`src/rtl/rdo_pkg.sv`:
```
package rdo_pkg;
  localparam int GAIN_W = 2;

  typedef enum logic [2:0] {
    ST_IDLE,
    ST_WR,
    ST_RD,
    ST_SEL,
    ST_WAIT,
    ST_SHIFT,
    ST_DONE
  } rdo_state_e;
endpackage

```
`src/rtl/rdo_trig.sv`:
```
module rdo_trig #(
  parameter int N_CH = 8
) (
  input  logic            clk_i,
  input  logic            rst_ni,
  input  logic            clear_i,
  input  logic [N_CH-1:0] trig_i,
  input  logic [N_CH-1:0] mask_i,
  output logic [N_CH-1:0] trig_q_o,
  output logic            fast_or_o
);
  logic [N_CH-1:0] hit;
  logic [N_CH-1:0] trig_q;

  for (genvar c = 0; c < N_CH; c++) begin : g_hit
    assign hit[c] = trig_i[c] & ~mask_i[c];
  end

  assign fast_or_o = |hit;
  assign trig_q_o  = trig_q;

  // capture only while empty; hits during freeze are dropped
  always_ff @(posedge clk_i or negedge rst_ni) begin
    if (!rst_ni)              trig_q <= '0;
    else if (clear_i)         trig_q <= '0;
    else if (trig_q == '0)    trig_q <= hit;
  end


  trig_frozen_chk: assert property (@(posedge clk_i) disable iff (!rst_ni)
    ((trig_q != '0) && !clear_i) |=> $stable(trig_q));


  mask_block_chk: assert property (@(posedge clk_i) disable iff (!rst_ni)
    (trig_q == '0) |=> ((trig_q & $past(mask_i)) == '0));
endmodule

```
`src/rtl/rdo_shift.sv`:
```
module rdo_shift #(
  parameter int W = 22
) (
  input  logic         clk_i,
  input  logic         rst_ni,
  input  logic         load_i,
  input  logic [W-1:0] load_val_i,
  input  logic         shift_i,
  input  logic         ser_i,
  output logic [W-1:0] q_o
);
  always_ff @(posedge clk_i or negedge rst_ni) begin
    if (!rst_ni)      q_o <= '0;
    else if (load_i)  q_o <= load_val_i;
    else if (shift_i) q_o <= {q_o[W-2:0], ser_i};
  end
endmodule

```
`src/rtl/readout_ctrl.sv`:
```
module readout_ctrl
  import rdo_pkg::*;
#(
  parameter int N_CH  = 8,
  parameter int ADC_W = 8,
  parameter int DAC_W = 4,
  localparam int CH_W = $clog2(N_CH)
) (
  input  logic             clk_i,
  input  logic             rst_ni,
  input  logic             clear_i,
  input  logic             ck_i,
  input  logic             rw_i,
  input  logic             data_i,
  output logic             data_o,
  output logic             data_oe_o,
  input  logic [N_CH-1:0]  trig_i,
  output logic             srq_oe_o,
  output logic             fast_or_o,
  output logic             adc_start_o,
  input  logic             adc_eoc_i,
  input  logic [ADC_W-1:0] adc_data_i,
  output logic [CH_W-1:0]  mux_sel_o,
  output logic [GAIN_W-1:0] gain_o,
  output logic [DAC_W-1:0] vref_code_o,
  output logic [DAC_W-1:0] ith_code_o
);
  localparam int ITH_LO  = 0;
  localparam int VREF_LO = DAC_W;
  localparam int MUX_LO  = 2 * DAC_W;
  localparam int GAIN_LO = MUX_LO + CH_W;
  localparam int MASK_LO = GAIN_LO + GAIN_W;
  localparam int SPR_BIT = MASK_LO + N_CH;
  localparam int CFG_W   = SPR_BIT + 1;
  localparam int CNT_W   = $clog2(CFG_W);
  localparam int PAD_S   = CFG_W - CH_W - ADC_W;
  localparam int PAD_F   = CFG_W - ADC_W;

  rdo_state_e       state_q;
  logic [CNT_W-1:0] cnt_q;
  logic [CH_W-1:0]  ch_q;
  logic [CFG_W-1:0] cfg_q;
  logic [CFG_W-1:0] sh_q, sh_val;
  logic             sh_load, sh_shift;
  logic [N_CH-1:0]  trig_q;
  logic             any_trig, sparse, ch_hit, ch_last;
  logic [CNT_W-1:0] nbits;

  assign sparse   = cfg_q[SPR_BIT];
  assign any_trig = |trig_q;
  assign ch_hit   = !sparse || trig_q[ch_q];
  assign ch_last  = (ch_q == CH_W'(N_CH - 1));
  assign nbits    = sparse ? CNT_W'(CH_W + ADC_W) : CNT_W'(ADC_W);

  rdo_trig #(.N_CH(N_CH)) u_trig (
    .clk_i    (clk_i),
    .rst_ni   (rst_ni),
    .clear_i  (clear_i),
    .trig_i   (trig_i),
    .mask_i   (cfg_q[MASK_LO +: N_CH]),
    .trig_q_o (trig_q),
    .fast_or_o(fast_or_o)
  );

  rdo_shift #(.W(CFG_W)) u_shift (
    .clk_i     (clk_i),
    .rst_ni    (rst_ni),
    .load_i    (sh_load),
    .load_val_i(sh_val),
    .shift_i   (sh_shift),
    .ser_i     (data_i),
    .q_o       (sh_q)
  );

  always_comb begin
    sh_load     = 1'b0;
    sh_shift    = 1'b0;
    sh_val      = cfg_q;
    adc_start_o = 1'b0;
    unique case (state_q)
      ST_IDLE:  sh_load  = ck_i && !any_trig && !rw_i && !clear_i;
      ST_WR,
      ST_RD,
      ST_SHIFT: sh_shift = ck_i && !clear_i;
      ST_SEL:   adc_start_o = ch_hit && !clear_i;
      ST_WAIT: begin
        sh_load = adc_eoc_i && !clear_i;
        sh_val  = sparse ? {ch_q, adc_data_i, {PAD_S{1'b0}}}
                         : {adc_data_i, {PAD_F{1'b0}}};
      end
      default: ;
    endcase
  end

  always_ff @(posedge clk_i or negedge rst_ni) begin
    if (!rst_ni) begin
      state_q <= ST_IDLE;
      cnt_q   <= '0;
      ch_q    <= '0;
      cfg_q   <= '0;
    end else if (clear_i) begin
      state_q <= ST_IDLE;
      cnt_q   <= '0;
      ch_q    <= '0;
    end else begin
      unique case (state_q)
        ST_IDLE: if (ck_i) begin
          cnt_q <= '0;
          ch_q  <= '0;
          if (any_trig)  state_q <= ST_SEL;
          else if (rw_i) state_q <= ST_WR;
          else           state_q <= ST_RD;
        end
        ST_WR: if (ck_i) begin
          cnt_q <= cnt_q + 1'b1;
          if (cnt_q == CNT_W'(CFG_W - 1)) begin
            cfg_q   <= {sh_q[CFG_W-2:0], data_i};
            state_q <= ST_IDLE;
          end
        end
        ST_RD: if (ck_i) begin
          cnt_q <= cnt_q + 1'b1;
          if (cnt_q == CNT_W'(CFG_W - 1)) state_q <= ST_IDLE;
        end
        ST_SEL: begin
          if (ch_hit)       state_q <= ST_WAIT;
          else if (ch_last) state_q <= ST_DONE;
          else              ch_q    <= ch_q + 1'b1;
        end
        ST_WAIT: if (adc_eoc_i) begin
          state_q <= ST_SHIFT;
          cnt_q   <= '0;
        end
        ST_SHIFT: if (ck_i) begin
          cnt_q <= cnt_q + 1'b1;
          if (cnt_q == nbits - 1'b1) begin
            cnt_q <= '0;
            if (ch_last) state_q <= ST_DONE;
            else begin
              ch_q    <= ch_q + 1'b1;
              state_q <= ST_SEL;
            end
          end
        end
        default: ;
      endcase
    end
  end

  assign srq_oe_o    = any_trig && (state_q != ST_DONE);
  assign data_oe_o   = (state_q == ST_RD) || (state_q == ST_SHIFT);
  assign data_o      = sh_q[CFG_W-1] & data_oe_o;
  assign mux_sel_o   = (state_q inside {ST_SEL, ST_WAIT, ST_SHIFT}) ? ch_q
                                                                    : cfg_q[MUX_LO +: CH_W];
  assign gain_o      = cfg_q[GAIN_LO +: GAIN_W];
  assign vref_code_o = cfg_q[VREF_LO +: DAC_W];
  assign ith_code_o  = cfg_q[ITH_LO +: DAC_W];


  start_single_chk: assert property (@(posedge clk_i) disable iff (!rst_ni)
    adc_start_o |=> !adc_start_o);


  start_sparse_chk: assert property (@(posedge clk_i) disable iff (!rst_ni)
    adc_start_o |-> (!sparse || trig_q[mux_sel_o]));


  eoc_wait_chk: assert property (@(posedge clk_i) disable iff (!rst_ni)
    ((state_q == ST_WAIT) && !adc_eoc_i && !clear_i) |=> !data_oe_o);


  done_release_chk: assert property (@(posedge clk_i) disable iff (!rst_ni)
    ((state_q == ST_DONE) && !clear_i) |=> !srq_oe_o);
endmodule

```
`config.mk`:
```
export PLATFORM = sky130hd
export DESIGN_NAME = readout_ctrl
export DESIGN_NICKNAME = d
export VERILOG_FILES = /design/src/rtl/rdo_pkg.sv /design/src/rtl/rdo_trig.sv /design/src/rtl/rdo_shift.sv /design/src/rtl/readout_ctrl.sv
export SDC_FILE = /design/constraint.sdc
export NUM_CORES = 1
export LEC_CHECK = 0
export BUFFER_PORTS_ARGS = -buffer_cell sky130_fd_sc_hd__buf_2
export CAP_MARGIN = 40
export CORE_MARGIN = 3
export CORE_UTILIZATION = 40
export DETAILED_ROUTE_END_ITERATION = 10
export PLACE_DENSITY = 0.64
export SETUP_SLACK_MARGIN = 0.4
export SYNTH_ARGS = -nofsm -noshare
export SYNTH_HDL_FRONTEND = slang
export SYNTH_SLANG_ARGS = --single-unit
export TNS_END_PERCENT = 5
```
`constraint.sdc`:
```
create_clock -name clk_i -period 2.1 [get_ports clk_i]
set_clock_uncertainty 0.1 [all_clocks]
set_input_delay 0.315 -clock clk_i [delete_from_list [all_inputs] [get_ports clk_i]]
set_output_delay 0.315 -clock clk_i [all_outputs]
set_load 0.1 [all_outputs]
```
==> results of run 1 <==
[logic make-up (layout without fill, tap and decap cells)]
family / count (synthesis) / in the layout / synth area share
simple gates: 90 / 90 / 0.142
flops: 63 / 63 / 0.459
compound gates: 74 / 74 / 0.170
fa+ha+maj: 4 / 4 / 0.0146
xor+xnor: 2 / 2 / 0.00510
buf+inv: 47 / 121 / 0.0736
mux: 42 / 42 / 0.136
[cell usage after synthesis, types with 4 or more instances]
cell / n
o21ai_0: 8
a211oi_1: 7
ha_1: 4
nand2_1: 19
nand2b_1: 5
nor4_1: 5
nor2_1: 24
nand3_1: 5
mux2_2: 26
buf_4: 12
a222oi_1: 11
buf_2: 13
dfrtp_1: 63
clkbuf_1: 4
mux2i_1: 15
nor3_1: 7
a21oi_1: 18
inv_1: 16
a221o_1: 10
nor2b_1: 10
[per-layer routing]
layer | vias up | track usage | part of all wire
met5 | - | 0 | 0
met4 | 0 | 0.0725 | 0.014
met3 | 10 | 0.0396 | 0.045
met2 | 63 | 0.329 | 0.51
met1 | 1406 | 0.242 | 0.43
li1 | 1317 | - | -
[metrics by stage]
stage	TNS, ps	util	cells
4_1_cts	-352	0.541	498
2_1_floorplan	-44.3	-	322
3_3_place_gp	-512	0.480	475
5_1_grt	-776	0.551	501
6_report	-278	0.551	501
3_5_place_dp	-1480	0.480	475
[worst register-to-register path, cell delays in order, from the launching register on]
cell and delay [ps]:
dfrtp_2 460, buf_4 150, buf_4 140, ha_4 170, nor2_2 90, a31oi_1 90
o32a_1 330, a21oi_4 180, mux2i_1 230
[registers in the layout, summed over array words and instances (netlist names)]
register	count
state_q	3
u_shift.q_o	22
u_trig.trig_q_o	8
ch_q	3
cnt_q	5
cfg_q	22
[layout make-up]
type / count / area (um2) / area share
Clock inverter: 6 / 50.0 / 0.0110
Timing Repair Buffer: 89 / 727 / 0.160
Tap cell: 105 / 131 / 0.0289
Multi-Input combinational cell: 212 / 1870 / 0.410
Inverter: 16 / 60.1 / 0.0132
Sequential cell: 63 / 1580 / 0.347
Clock buffer: 10 / 138 / 0.0302
[path summary, 6_finish.rpt]
path	from	to	slack, ps
worst max-delay path	ch_q[2]	adc_start_o	-220
worst min-delay path	data_i	u_shift.q_o[0]	80
worst max register to register	ch_q[2]	ch_q[0]	60
worst min register to register	cfg_q[8]	u_shift.q_o[8]	420
max in group asynchronous	rst_ni	state_q[0]	940
min in group asynchronous	rst_ni	state_q[2]	360
[what timing repair did]
action                                  4_1_cts  5_1_grt
hold buffers                                  1        0
buffers inserted                              6        3
endpoints found under the setup margin       65       63
pin swaps                                    10        8
resized for setup                            71       14
hold endpoints to repair                     20        0
[power by group through the flow]
| stage | sequential (W) | clock (W) | combinational, W |
|---|---|---|---|
| final | 0.00147 | 0.00101 | 0.00143 |
| after global placement | 0.00149 | 0 | 0.00124 |
| after floorplan | 0.00145 | 0 | 0.000860 |
| after global routing | 0.00149 | 0.00109 | 0.00155 |
| after CTS | 0.00147 | 0.00104 | 0.00136 |
| after detailed placement | 0.00149 | 0 | 0.00125 |
==> metrics.txt, run 1 <==
Die W=98.7 um; Filler cells=738; crit path max fanout=5; Worst Path Arrival=1910 ps; Syn Std Cell Area=0.00343 mm2; HPWL after DPL=6160 um; clk sinks=63; placed cell areas=0.00397 mm2; register area share after synthesis=0.459; fmax=431 MHz; Static Leak=2.11 nW; die area=0.00973 mm2; Yosys top cell by area=dfrtp_1; CTS max path bufs=2; Internal=0.00244 W; die height=98.7 um; largest net degree at the start of global routing=44; first-pass GRT wire length=14800 um; worst min path class=primary input to flop; layout cell share with drive strength beyond 1=0.434; Post-synth EDFFs=0; port bufs=40; IO Count=41; Top FF cell, synth=dfrtp_1; initial core utilization=0.416; GPL Wtd Cong=0.881; Max stage delay cell, worst path=mux4_2; crit share post-route=1.11; failing checks=negative setup slack; worst vdd ir=445 uV; switching portion of total power=0.376; most frequent cells in the layout=dfrtp_1 (61), buf_4 (38), buf_2 (32); Final Power=0.00391 W; Tightest Pin Transition=541 ps; Routed WL per cell=17.4 um; core area=0.00826 mm2; CP endpoint kind=primary output; Layout area overhead=32.6%; Gate Count Post-Synth=322; Hold Path Stages=3; H-tree levels=3; Placement Setup Slack=-173 ps; most common cell after layout, fill and taps aside=dfrtp_1; CTS tree=built; RSZ-0062 raised after global routing=yes; Max-slew headroom=0.635; Startpoint Class=flop; initial antenna violation count=0; fin crit period=2320 ps; post-route ant nets=0; cells on worst reg2reg path=8; Cell Pwr Density=859 mW/mm2; Max-Cap Viols=0; Crit Path Category=flop to primary output; DRC viols=0; #FFs+latches synth=63; Worst Path Buf+Inv=1; Mapped Nets=349; ANT cells=0; synth warn=0; NetSw=0.00147 W; Slew Limit Fails=0; vias per cell=5.58; Congestion Overflow GR=0; DR vias=2796; vias in the first global route=2914; Reg clk slew, reported paths=80 ps; Clock power frac=0.258; Max stage delay on crit path=490 ps; Final Instance Area=0.00455 mm2; Yosys top cell area share=0.459; worst path cell trace=mux2i_1 > mux4_2 > nand2_2 > and3_4 > buf_12; Root Driver=clkbuf_8; Logic pwr share=0.365; final setup fails=3; row count=33; setup ws final=-223 ps; DRT Pass-1 Iters=5; Seq pwr share=0.377; Async S/R FF share, synth=1.00; status=complete, but fails checks; number of cells on the critical path=5; initial drt markers=157; WL final=8730 um; Net count, final=418; total track usage=0.193; Worst Path Required=1680 ps; mean area per synthesized cell=10.7 um2; most area-consuming cells after synthesis=dfrtp_1 (46%), mux2_2 (8.5%), mux2i_1 (4.4%); cell family with most CP delay=multiplexers; Skew-Pair Late Insertion Delay=360 ps; Netlist cell types=51; worst hold margin=80.6 ps; Hold Vio Cnt, Final=0; CTS Buf Count=9
No activity file was read; power rests on OpenSTA's default activity.
==> run 2: changes to the inputs <==
--- a/config.mk
+++ b/config.mk
@@ -10,7 +10,7 @@
 export CORE_MARGIN = 3
 export CORE_UTILIZATION = 40
 export DETAILED_ROUTE_END_ITERATION = 10
-export PLACE_DENSITY = 0.64
+export PLACE_DENSITY = 0.67
 export SETUP_SLACK_MARGIN = 0.4
 export SYNTH_ARGS = -nofsm -noshare
 export SYNTH_HDL_FRONTEND = slang
==> constraint.sdc (replaced) <==
create_clock -name clk_i -period 1.93 [get_ports clk_i]
set_clock_uncertainty 0.1 [all_clocks]
set_input_delay 0.2895 -clock clk_i [delete_from_list [all_inputs] [get_ports clk_i]]
set_output_delay 0.2895 -clock clk_i [all_outputs]
set_load 0.1 [all_outputs]
==> metrics.txt, run 2 (synthesis gave the netlist of run 1 again) <==
Worst Path Buf+Inv=1 (unchanged); met1 Use GR=0.259 (+0.0171); setup ws final=-409 ps (-187 ps); Hold Path Stages=3 (unchanged); die height=98.7 um (unchanged); Cell Count, Final, Fillers Out=523 (+4.4%); Worst Path Arrival=1950 ps (+40 ps); Max-slew headroom=0.673 (+0.0380); largest net degree at the start of global routing=59 (+34%); failing checks=negative setup slack; Logic pwr share=0.390 (+0.025); Congestion Overflow GR=0 (unchanged); Placed Instances=491 (+3.4%); first-pass GRT wire length=15600 um (+5.4%); RSZ-0062 raised after global routing=yes; Routed WL per cell=18.3 um (+4.9%); Cell Pwr Density=1020 mW/mm2 (+18%); Placement Setup Slack=-328 ps (-155 ps); Crit Path Category=flop to primary output; switching portion of total power=0.338 (-0.0374); CTS tree=built; worst min path class=primary input to flop; die area=0.00973 mm2 (unchanged); worst vdd ir=621 uV (+39%); most common cell after layout, fill and taps aside=buf_4; NetSw=0.00165 W (+12%); cell family with most CP delay=multiplexers; crit path max fanout=5 (unchanged); Hold Vio Cnt, Final=0 (unchanged); DR vias=2991 (+7.0%); Max stage delay on crit path=520 ps (+30 ps); CTS max path bufs=2 (unchanged); ANT cells=0 (unchanged); most frequent cells in the layout=buf_4 (66), dfrtp_1 (59), buf_2 (22); Seq pwr share=0.328 (-0.049); final core occ=0.581 (+0.0297); status=complete, but fails checks; initial antenna violation count=0 (unchanged); Die W=98.7 um (unchanged); Max stage delay cell, worst path=mux4_2; Net count, final=441 (+5.5%); number of cells on the critical path=5 (unchanged); total track usage=0.203 (+0.00962); port bufs=40 (unchanged); fmax=427 MHz; initial core utilization=0.416 (unchanged); HPWL after DPL=6260 um (+1.6%); Clock power frac=0.281 (+0.023); WL final=9550 um (+9.5%); DRC viols=0 (unchanged); Max-Cap Viols=0 (unchanged); GPL Wtd Cong=0.912 (+3.5%); IO Count=41 (unchanged); met3 GRT Util=0.0552 (+0.0156); CP endpoint kind=primary output; DRT Pass-1 Iters=5 (unchanged); core area=0.00826 mm2 (unchanged); Root Driver=clkbuf_8; worst path cell trace=mux2i_1 > mux4_2 > nand2_2 > and3_4 > buf_12; Startpoint Class=flop; layout cell share with drive strength beyond 1=0.481 (+0.0465); Worst Path Required=1540 ps (-140 ps); final setup fails=58 (+55); clk sinks=63 (unchanged); busiest metal layer after global routing=met2; post-route ant nets=0 (unchanged); met2 usage=0.318 (-0.0104); setup TNS=-5490 ps (-5210 ps); Layout area overhead=39.7%; vias per cell=5.72 (+2.5%); cells on worst reg2reg path=10 (+2); Slew Limit Fails=0 (unchanged); CTS Buf Count=9 (unchanged); Skew-Pair Late Insertion Delay=350 ps (about the same); Filler cells=691 (-6.4%); Tightest Pin Transition=490 ps (-51.6 ps); vias in the first global route=3104 (+6.5%); Internal=0.00323 W (+32%); initial drt markers=237 (+51%); H-tree levels=3 (unchanged); fin crit period=2340 ps; Static Leak=2.24 nW (+6.2%); Reg clk slew, reported paths=70 ps (about the same); row count=33 (unchanged); crit share post-route=1.21
run 2: what timing repair did:
item,in CTS,in global routing
buffers inserted,14,2
hold buffers,1,0
setup endpoints to repair,75,71
pin swaps,12,7
gates resized for setup,51,23
hold endpoints to repair,63,0
run 2: tightest hold or removal path: cells and delay by family:
family	cells	cell delay [ps]
buffers and inverters	2	140
AO/OA/AOI/OAI	1	60
run 2: layout make-up:
| class | instances | area [um2] | area share |
|---|---|---|---|
| clock buffer | 11 | 131 | 0.0274 |
| clock inverter | 4 | 95.1 | 0.0198 |
| inverter | 16 | 62.6 | 0.0130 |
| multi-input combinational | 212 | 1830 | 0.381 |
| sequential | 63 | 1580 | 0.330 |
| tap | 105 | 131 | 0.0274 |
| timing repair buffer | 112 | 966 | 0.201 |
run 2: worst paths after layout:
path	start	to	slack (ps)
setup reg to reg	state_q[2]	ch_q[0]	-120
min in group asynchronous	rst_ni	u_shift.q_o[17]	200
hold / removal	data_i	u_shift.q_o[0]	80
max in group asynchronous	rst_ni	state_q[0]	960
hold reg to reg	u_shift.q_o[5]	u_shift.q_o[6]	410
setup / recovery	ch_q[2]	adc_start_o	-410
run 2: power groups by stage:
stage / clock [W] / combinational (W) / sequential [W]
4_1_cts: 0.00138 / 0.00181 / 0.00159
3_5_place_dp: 0 / 0.00161 / 0.00162
3_3_place_gp: 0 / 0.00158 / 0.00162
6_report: 0.00137 / 0.00190 / 0.00160
5_1_grt: 0.00145 / 0.00204 / 0.00162
2_1_floorplan: 0 / 0.000997 / 0.00159
run 2: metal layers:
layer  part of all wire  vias to the layer above
met1               0.43                     1487
met5                  0                        -
met4              0.028                        0
met2               0.48                      117
li1                   -                     1363
met3              0.066                       24
run 2: metrics by stage:
stage	power [W]	hold WS [ps]	area, um2
after floorplan	0.00258	-106	3500
after global placement	0.00320	34.4	4180
after detailed placement	0.00323	32.8	4180
after CTS	0.00478	72.1	4690
after global routing	0.00511	68.6	4800
final	0.00488	75.1	4800
==> run 3: changes to the inputs <==
--- a/config.mk
+++ b/config.mk
@@ -10,7 +10,8 @@
 export CORE_MARGIN = 3
 export CORE_UTILIZATION = 40
 export DETAILED_ROUTE_END_ITERATION = 10
-export PLACE_DENSITY = 0.67
+export MAX_ROUTING_LAYER = met4
+export PLACE_DENSITY = 0.64
 export SETUP_SLACK_MARGIN = 0.4
 export SYNTH_ARGS = -nofsm -noshare
 export SYNTH_HDL_FRONTEND = slang
==> constraint.sdc (replaced) <==
create_clock -name clk_i -period 2.4 [get_ports clk_i]
set_clock_uncertainty 0.1 [all_clocks]
set_input_delay 0.36 -clock clk_i [delete_from_list [all_inputs] [get_ports clk_i]]
set_output_delay 0.36 -clock clk_i [all_outputs]
set_load 0.1 [all_outputs]
==> metrics.txt, run 3 (synthesis gave the netlist of run 1 again) <==
status=completed; Max stage delay cell, worst path=mux4_2; reg-to-reg slack, setup=220 ps (+340 ps); crit path max fanout=5 (unchanged); most frequent cells in the layout=dfrtp_1 (57), buf_2 (33), mux2_4 (24); vias per cell=5.72 (about the same); Root Driver=clkbuf_8; WL final=8950 um (-6.3%); Hold Vio Cnt, Final=0 (unchanged); clk sinks=63 (unchanged); Final Power=0.00347 W (-29%); Hold Path Stages=3 (unchanged); Worst Path Arrival=1930 ps (-20 ps); initial core utilization=0.416 (unchanged); die area=0.00973 mm2 (unchanged); Max-Cap Viols=0 (unchanged); port bufs=40 (unchanged); CTS Buf Count=9 (unchanged); total track usage=0.187 (-0.0157); fin crit period=2390 ps; die height=98.7 um (unchanged); Crit Path Category=flop to primary output; worst hold path startpoint=data_i; Reg clk slew, reported paths=70 ps (about the same); CP endpoint kind=primary output; crit share post-route=0.996; Filler cells=743 (+7.5%); IO Count=41 (unchanged); cell family with most CP delay=multiplexers; Routed WL per cell=18.6 um (+1.9%); Worst Path Required=1940 ps (+400 ps); Startpoint Class=flop; setup TNS=0 ps (+5490 ps); Static Leak=2.01 nW (-10%); most common cell after layout, fill and taps aside=dfrtp_1; Cell Pwr Density=779 mW/mm2 (-23%); initial antenna violation count=0 (unchanged); row count=33 (unchanged); Worst Path Buf+Inv=1 (unchanged); DR vias=2751 (-8.0%); Congestion Overflow GR=0 (unchanged); H-tree levels=3 (unchanged); largest net degree at the start of global routing=41 (-31%); vias in the first global route=2735 (-12%); final setup fails=0 (-100%); Layout area overhead=29.9%; cells on worst reg2reg path=11 (+1); CTS tree=built; core area=0.00826 mm2 (unchanged); Max stage delay on crit path=530 ps (about the same); HPWL after DPL=5770 um (-7.7%); DRT Pass-1 Iters=5 (unchanged); Slew Limit Fails=0 (unchanged); worst path cell trace=mux2i_1 > mux4_2 > nand2_4 > and3_4 > buf_12; DRC viols=0 (unchanged); GPL Wtd Cong=0.890 (-2.4%); Max-slew headroom=0.621 (-0.0518); Tightest Pin Transition=568 ps (+78.2 ps); RSZ-0062 raised after global routing=yes; first-pass GRT wire length=14100 um (-9.4%); placed cell areas=0.00377 mm2 (-9.7%); ANT cells=0 (unchanged); fmax=418 MHz; CTS max path bufs=2 (unchanged); Net count, final=398 (-9.8%); layout cell share with drive strength beyond 1=0.420 (-0.0606); Worst Hold End=u_shift.q_o[0]; worst vdd ir=524 uV (-16%); Die W=98.7 um (unchanged); Final Instance Area=0.00446 mm2 (-7.0%); initial drt markers=332 (+40%); worst min path class=primary input to flop; RR Endpoint=state_q[2]; worst hold margin=151 ps (+75.8 ps); number of cells on the critical path=5 (unchanged); FF-to-FF Start=state_q[2]; post-route ant nets=0 (unchanged); Skew-Pair Late Insertion Delay=330 ps (-20 ps)
run 3: changes by cell type in the layout (fill, tap and decap cells not counted), sizes merged:
cell           change
clkdlybuf4s15      +1
clkbuf             -1
clkinv             +3
buf               -44
bufinv             -1
run 3: how the worst max path moves through the flow:
| stage | from | endpoint |
|---|---|---|
| 6_report | ch_q[2] | adc_start_o |
| 5_1_grt | ch_q[2] | adc_start_o |
| 4_1_cts | ch_q[2] | adc_start_o |
| 3_5_place_dp | state_q[0] | u_shift.q_o[1] |
| 3_3_place_gp | state_q[0] | u_shift.q_o[3] |
| 2_1_floorplan | state_q[1] | data_o |
run 3: worst min-delay path, delay by kind of cell:
| family | cells | cell delay, ps |
|---|---|---|
| buffers and inverters | 2 | 140 |
| AO/OA/AOI/OAI | 1 | 60 |
run 3: cell type report:
| type | count | area, um2 | share of cell area |
|---|---|---|---|
| multi-input combinational | 212 | 1890 | 0.424 |
| tap | 105 | 131 | 0.0295 |
| sequential | 63 | 1580 | 0.355 |
| inverter | 16 | 60.1 | 0.0135 |
| timing repair buffer | 69 | 571 | 0.128 |
| clock buffer | 10 | 138 | 0.0309 |
| clock inverter | 6 | 83.8 | 0.0188 |
run 3: stage by stage:
| stage | setup slack (ps) | std cells | util |
|---|---|---|---|
| 2_1_floorplan | 229 | 322 | - |
| 3_3_place_gp | 190 | 453 | 0.457 |
| 3_5_place_dp | 107 | 453 | 0.457 |
| 4_1_cts | 14.0 | 479 | 0.501 |
| 5_1_grt | -41.2 | 481 | 0.540 |
| 6_report | 9.55 | 481 | 0.540 |
run 3: report_power, final:
part / internal (W) / total [W] / switching (W)
sequential: 0.00118 / 0.00133 / 0.000150
combinational: 0.000446 / 0.00112 / 0.000670
clock: 0.000609 / 0.00102 / 0.000415
total: 0.00224 / 0.00347 / 0.00124
run 3: routing by layer:
layer / routed length [um] / vias up / global-route usage / part of all wire
met3: 360 / 13 / 0.0375 / 0.040
met5: 0 / - / - / 0
li1: - / 1269 / - / -
met1: 4120 / 1382 / 0.242 / 0.46
met4: 123 / 0 / 0.0557 / 0.014
met2: 4350 / 87 / 0.299 / 0.49
run 3: what timing repair did:
item | in CTS | in global routing
setup endpoints to repair | 54 | 61
gates resized for setup | 21 | 80
setup buffers | 9 | 1
cloned | 0 | 1
hold buffers | 1 | 0
endpoints found under the hold margin | 23 | 0
pin swaps | 3 | 19
